File: config.mk
export PLATFORM = sky130hd
export DESIGN_NAME = lookahead_alu16
export DESIGN_NICKNAME = d
export VERILOG_FILES = /design/src/rtl/lookahead_alu16.sv
export SDC_FILE = /design/constraint.sdc
export NUM_CORES = 1
export LEC_CHECK = 0
export ABC_AREA = 0
export BUFFER_PORTS_ARGS = -buffer_cell sky130_fd_sc_hd__buf_2
export CORE_MARGIN = 4
export CORE_UTILIZATION = 59
export DETAILED_ROUTE_END_ITERATION = 6
export GPL_ROUTABILITY_DRIVEN = 0
export PLACE_DENSITY = 0.85
export SLEW_MARGIN = 20
export SYNTH_ARGS = -nofsm -noshare
export SYNTH_HDL_FRONTEND = slang
export SYNTH_SLANG_ARGS = --single-unit
File: constraint.sdc
create_clock -name vclk -period 5.5
set_input_delay 0.55 -clock vclk [all_inputs]
set_output_delay 0.55 -clock vclk [all_outputs]
set_load 0.01 [all_outputs]
File: src/rtl/lookahead_alu16.sv
module lookahead_alu16 #(
  parameter int W = 16
) (
  input  logic [W-1:0] opa,
  input  logic [W-1:0] opb,
  input  logic [2:0]   fsel,
  input  logic         cin,
  output logic [W-1:0] res,
  output logic         zero,
  output logic         ovf,
  output logic         cout,
  output logic         gen_n,
  output logic         prop_n
);
  localparam logic [2:0] F_CLR = 3'b000, F_NAB = 3'b001, F_ANB = 3'b010,
                         F_ADD = 3'b011, F_XOR = 3'b100, F_OR  = 3'b101,
                         F_AND = 3'b110, F_SET = 3'b111;

  logic [W-1:0] xa, xb, g, p, gg, pp, sum;
  logic [W:0]   c;
  logic         arith;

  assign arith = (fsel == F_NAB) || (fsel == F_ANB) || (fsel == F_ADD);
  assign xa    = (fsel == F_NAB) ? ~opa : opa;
  assign xb    = (fsel == F_ANB) ? ~opb : opb;
  assign g     = xa & xb;
  assign p     = xa | xb;

  assign gg[0] = g[0];
  assign pp[0] = p[0];
  assign c[0]  = cin;
  genvar i;
  generate
    for (i = 1; i < W; i++) begin : g_chain
      assign gg[i] = g[i] | (p[i] & gg[i-1]);
      assign pp[i] = p[i] & pp[i-1];
    end
    for (i = 1; i <= W; i++) begin : g_carry
      assign c[i] = gg[i-1] | (pp[i-1] & cin);
    end
  endgenerate

  assign sum = xa ^ xb ^ c[W-1:0];

  always_comb begin
    case (fsel)
      F_CLR:                res = '0;
      F_NAB, F_ANB, F_ADD:  res = sum;
      F_XOR:                res = opa ^ opb;
      F_OR:                 res = opa | opb;
      F_AND:                res = opa & opb;
      F_SET:                res = '1;
      default:              res = '0;
    endcase
  end

  assign zero   = ~|res;
  assign cout   = arith & c[W];
  assign ovf    = arith & (c[W] ^ c[W-1]);
  assign gen_n  = arith ? ~gg[W-1] : 1'b1;
  assign prop_n = arith ? ~pp[W-1] : 1'b1;

  logic [W:0] ref_sum;
  assign ref_sum = {1'b0, xa} + {1'b0, xb} + {{W{1'b0}}, cin};

  always_comb begin
    if (arith) begin
      p_sum_matches_adder_r1_r5: assert ({cout, res} == ref_sum);
      p_overflow_sign_rule_r6: assert (ovf == ((xa[W-1] == xb[W-1]) && (res[W-1] != xa[W-1])));
      p_generate_forces_carry_r7: assert (gen_n || cout);
      p_propagate_passes_cin_r7: assert (prop_n || !cin || cout);
    end else begin
      p_idle_flags_r8: assert (!cout && !ovf && gen_n && prop_n);
    end
    if (fsel == F_CLR) p_clear_result_r3: assert (res == '0 && zero);
  end
endmodule

Word level (Yosys, flattened, before mapping)

Cells that the tools add are included.

Memory bits (writable): 0
Bits in registers: 0
Bits in latches: 0
Memories: 0
ROM bits: 0

Reduce and logical (&&, ||, !) cells: 6
Muxes and demuxes: 5
Shift operators: 0
Order comparisons: 0
Add/sub/neg operators: 0
Divide/modulo/power cells: 0
Bitwise logic cells: 91
Multipliers: 0
Equal/unequal tests: 7

Operator list:

| operator                                       | number |
|---|---|
| one-hot mux 16 bit (6 select lines)            | 1 |
| AND 1 bit                                      | 48 |
| XOR 16 bit                                     | 3 |
| AND 16 bit                                     | 2 |
| two-way mux 16 bit                             | 2 |
| NOT 16 bit                                     | 2 |
| bitwise OR 16 bit                              | 2 |
| bitwise OR 1 bit                               | 31 |
| OR reduction 16 bit                            | 1 |
| == test 3 bit (second input constant)          | 4 |
| == test 3 x 2 -> 1 bit (second input constant) | 2 |
| == test 3 x 1 -> 1 bit (second input constant) | 1 |
| zero test 3 bit                                | 1 |
| OR reduction 3 bit                             | 1 |
| logical OR 1 bit                               | 2 |
| two-way mux 1 bit                              | 2 |
| NOT 1 bit                                      | 2 |
| zero test 1 bit                                | 1 |
| XOR 1 bit                                      | 1 |

Depth between registers and ports, before layout

Depth after elaboration: 36
Depth in mapped cells: 18
Mapped depth without buffers: 13

Worst setup path after synthesis

OpenSTA, ideal clock, no wires.

Path kind: input-to-output
Start point: input port fsel[1]
End point: output port zero
Slack: 0.954 ns
Arrival time: 3.996 ns
Cell stages on the path: 17
Path through: buf_2 nor2b_1 clkbuf_1 nor2b_1 clkbuf_1 buf_2 xnor2_1 inv_1 ha_1 nor4_2 a41o_1 nor3_4 a311oi_4 o41ai_2 xor2_1 o21ai_1 nor4_2

Word-level cells in the longest chain between the ends: 36

Ends and longest elaborated chain:

| what                                                                    | line       | text |
|---|---|---|
| start, declared                                                         | 6          | `input logic [2:0] fsel,` |
| == test 3 x 1 -> 1 bit / == test 3 x 2 -> 1 bit (equally long branches) | 24, 46, 25 |  |
| two-way mux 16 bit (on tied branches)                                   | 24, 25     |  |
| bitwise OR 16 bit / AND 16 bit (equally long branches)                  | 27, 26     |  |
| AND 1 bit                                                               | 35         | `assign gg[i] = g[i] \| (p[i] & gg[i-1]);` |
| bitwise OR 1 bit                                                        | 35         |  |
| AND 1 bit                                                               | 35         |  |
| bitwise OR 1 bit                                                        | 35         |  |
| AND 1 bit                                                               | 35         |  |
| (+21 left out)                                                          | n/a        |  |
| AND 1 bit                                                               | 35         |  |
| bitwise OR 1 bit                                                        | 35         |  |
| bitwise OR 1 bit                                                        | 39         | `assign c[i] = gg[i-1] \| (pp[i-1] & cin);` |
| XOR 16 bit                                                              | 43         | `assign sum = xa ^ xb ^ c[W-1:0];` |
| one-hot mux 16 bit (6 select lines) (*)                                 | 46         | `case (fsel)` |
| via res[15]                                                             | 8          | `output logic [W-1:0] res,` |
| OR reduction 16 bit (*)                                                 | 57         | `assign zero = ~\|res;` |
| zero test 1 bit (*)                                                     | 57         |  |
| end, declared                                                           | 9          | `output logic zero,` |

Mark *: on every way through the listed nets, which the timed path passes. The rest lies on a longest branch.

Final worst setup path

Start point: input port fsel[0]
End point: output port zero

Word-level cells in the longest chain between the ends: 36

Ends and longest elaborated chain:

| what                                                                    | line |
|---|---|
| == test 3 x 1 -> 1 bit / == test 3 x 2 -> 1 bit (equally long branches) | 24, 46, 25 |
| two-way mux 16 bit (on tied branches)                                   | 24, 25 |
| bitwise OR 16 bit / AND 16 bit (equally long branches)                  | 27, 26 |
| AND 1 bit                                                               | 35 |
| bitwise OR 1 bit                                                        | 35 |
| AND 1 bit                                                               | 35 |
| bitwise OR 1 bit                                                        | 35 |
| AND 1 bit                                                               | 35 |
| (+20 left out)                                                          | n/a |
| bitwise OR 1 bit                                                        | 35 |
| AND 1 bit                                                               | 35 |
| bitwise OR 1 bit                                                        | 35 |
| bitwise OR 1 bit                                                        | 39 |
| XOR 16 bit                                                              | 43 |
| one-hot mux 16 bit (6 select lines) (*)                                 | 46 |
| OR reduction 16 bit (*)                                                 | 57 |
| zero test 1 bit (*)                                                     | 57 |

Mark *: on every way between the ends. The rest lies on a longest branch, timed or not.

==> impl_metrics.toml <==
[cells_and_area]
nets = 520
mostFrequentLayoutCells = "inv_1, ha_1, buf_2"
final_common_cell = "inv_1"
seq_cell_count = 0
n_antenna_cell = 0
nClkBuffers = 0
area_growth_pct = 11.2
drive_gt1_share_pct = 23.0
ff_latch_area_sq_um = 0
fill_cells = 381

[timing]
hold_viol = 0
fin_crit_ps = 4740
max_slew_margin_pct = 60.6
finalSetupTns_ps = 0
fmax_mhz = 211
setup_violations = 0
maxSlewViolCount = 0
rsz0062_at_grt = "no"
period_share_pct = 86.3
worstMarginPinSlew_ps = 584

[synthesis]
yosysUniqueCellTypes = 61
yosysSeqAreaShare_pct = 0
synth_fp_nets = 472
yosys.area.top_type_share_pct = 28.9
syn_inst = 371
yosys-top-cells-area = "ha_1, xnor2_1, inv_1"
synth_area_sq_um = 2770
synth_top_area_cell = "ha_1"
avgSynthCellArea_sq_um = 7.48
yosys_warnings = 0

[global_routing]
grt_overflow = 0
grt_max_degree = 22
antenna_found_initial = 0
track_usage_pct = 22.2
grt_pass1_wl_mm = 11.3
grt_pass1_vias = 2582

[placed_design]
hpwl_mm = 5.52
placement.io_buffers = 57

[detailed_routing]
wl_met3_microns = 397
wl_met2_mm = 3.48
m1WireLength_mm = 2.82
wl_per_cell_microns = 14.4
drt_wl_total_mm = 6.76
drtIter0Drc = 200
ant_nets = 0
via_count = 2689
dr.max_layer_used = "met4"
viasPerCell = 5.73
drc = 0
first_pass_iters = 4

[setup_path]
critPathArrivalTime_ps = 4190
cp_slowest_cell = "nor4_2"
cp_num_buf_inv = 4
cp-start-kind = "primary input"
critPathRequiredTime_ps = 4950
crit_end = "zero"
path_cells = "buf_2, nor2b_1, nor2b_2, buf_4, xnor2_1, inv_1, ha_1, nor4_2, a41o_1, nor3_4, a311oi_4, o41ai_2, xor2_1, o21ai_1, nor4_2, buf_2"
crit_fanout = 21
path_depth = 16
cp_slowest_stage_delay_ps = 460
path_class = "in -> out"
critPathLaunch = "fsel[0]"
cpLargestDelayFamily = "simple AND/OR/NAND/NOR gates"
end_kind = "primary output"

[pwr]
p_per_area_nw_per_um2 = 119
peakVddDrop_mv = 0.0692
power_uw = 368
leakage_uw = 0.00159

[clocking]
post_cts_buffers = 0
cts_resized = 0
cts_hold_buf = 0

[floorplan]
fp.dieH_microns = 76.6
num_io_pins = 57
core_sq_um = 4440
die_w_microns = 76.6
start_util_pct = 62.4
dieArea_sq_um = 5860
rows = 24

[outcome]
status = "completed"

[worst_hold_path]
hp-class = "in -> out"

[flow_run]
drv_cap = 0
==> kinds of logic (layout without fill, tap and decap cells) <==
| family | after synthesis | in the layout | synth area share (%) |
|---|---|---|---|
| buffers and inverters | 94 | 140 | 13.2 |
| and+or+nand+nor | 84 | 84 | 17.6 |
| AOI/OAI and AO/OA | 74 | 74 | 21.2 |
| adders and majority gates | 65 | 65 | 29.6 |
| xor gates and xnor gates | 38 | 38 | 12.0 |
| muxes | 16 | 16 | 6.45 |
==> power breakdown <==
| part | switching [uW] | leakage, uW | internal, uW |
|---|---|---|---|
| sequential | 0 | 0 | 0 |
| clock | 0 | 0 | 0 |
| combinational | 213 | 0.00159 | 155 |
| total | 213 | 0.00159 | 155 |
==> per-layer routing <==
| metal | vias to the layer above | GRT usage (%) |
|---|---|---|
| met5 | - | 0 |
| met3 | 6 | 1.30 |
| li1 | 1347 | - |
| met2 | 89 | 43.3 |
| met4 | 0 | 3.80 |
| met1 | 1247 | 26.7 |
==> area by class of cell <==
type / count / area, sq um / share of cell area [%]
multi-input combinational: 277 / 2410 / 78.2
tap: 52 / 65.1 / 2.11
inverter: 80 / 300 / 9.74
timing repair buffer: 60 / 308 / 9.98
==> worst min path at each step <==
stage,cells after the start,startpoint,end
after floorplan,2,fsel[2],prop_n
after detailed placement,5,opb[0],res[0]
after global placement,4,fsel[2],res[2]
after CTS,5,opb[0],res[0]
final,4,fsel[2],res[1]
after global routing,4,fsel[2],res[14]
==> worst min-delay path, delay by kind of cell <==
kind                   cells  cell delay [ps]
AO/OA/AOI/OAI              2              240
buffers and inverters      2              390
==> synthesized netlist by cell type (6+ instances only) <==
library cell and instances:
inv_1 79, o211ai_1 19, xnor2_1 34, buf_2 7, ha_1 64, o31ai_1 6, o21ai_0 10, a21oi_1 9
nor2_1 18, mux2_2 14, nand2_1 23
==> through the flow <==
step	cell area (sq um)	instances	utilization [%]	hold WS (ps)	setup WS [ps]
2_1_floorplan	2770	371	-	1300	954
3_3_place_gp	3080	469	69.4	1720	923
3_5_place_dp	3080	469	69.4	1710	798
4_1_cts	3080	469	69.4	1730	800
5_1_grt	3080	469	69.4	1790	426
6_report	3080	469	69.4	1730	756
No activity file was read; power rests on OpenSTA's default activity.
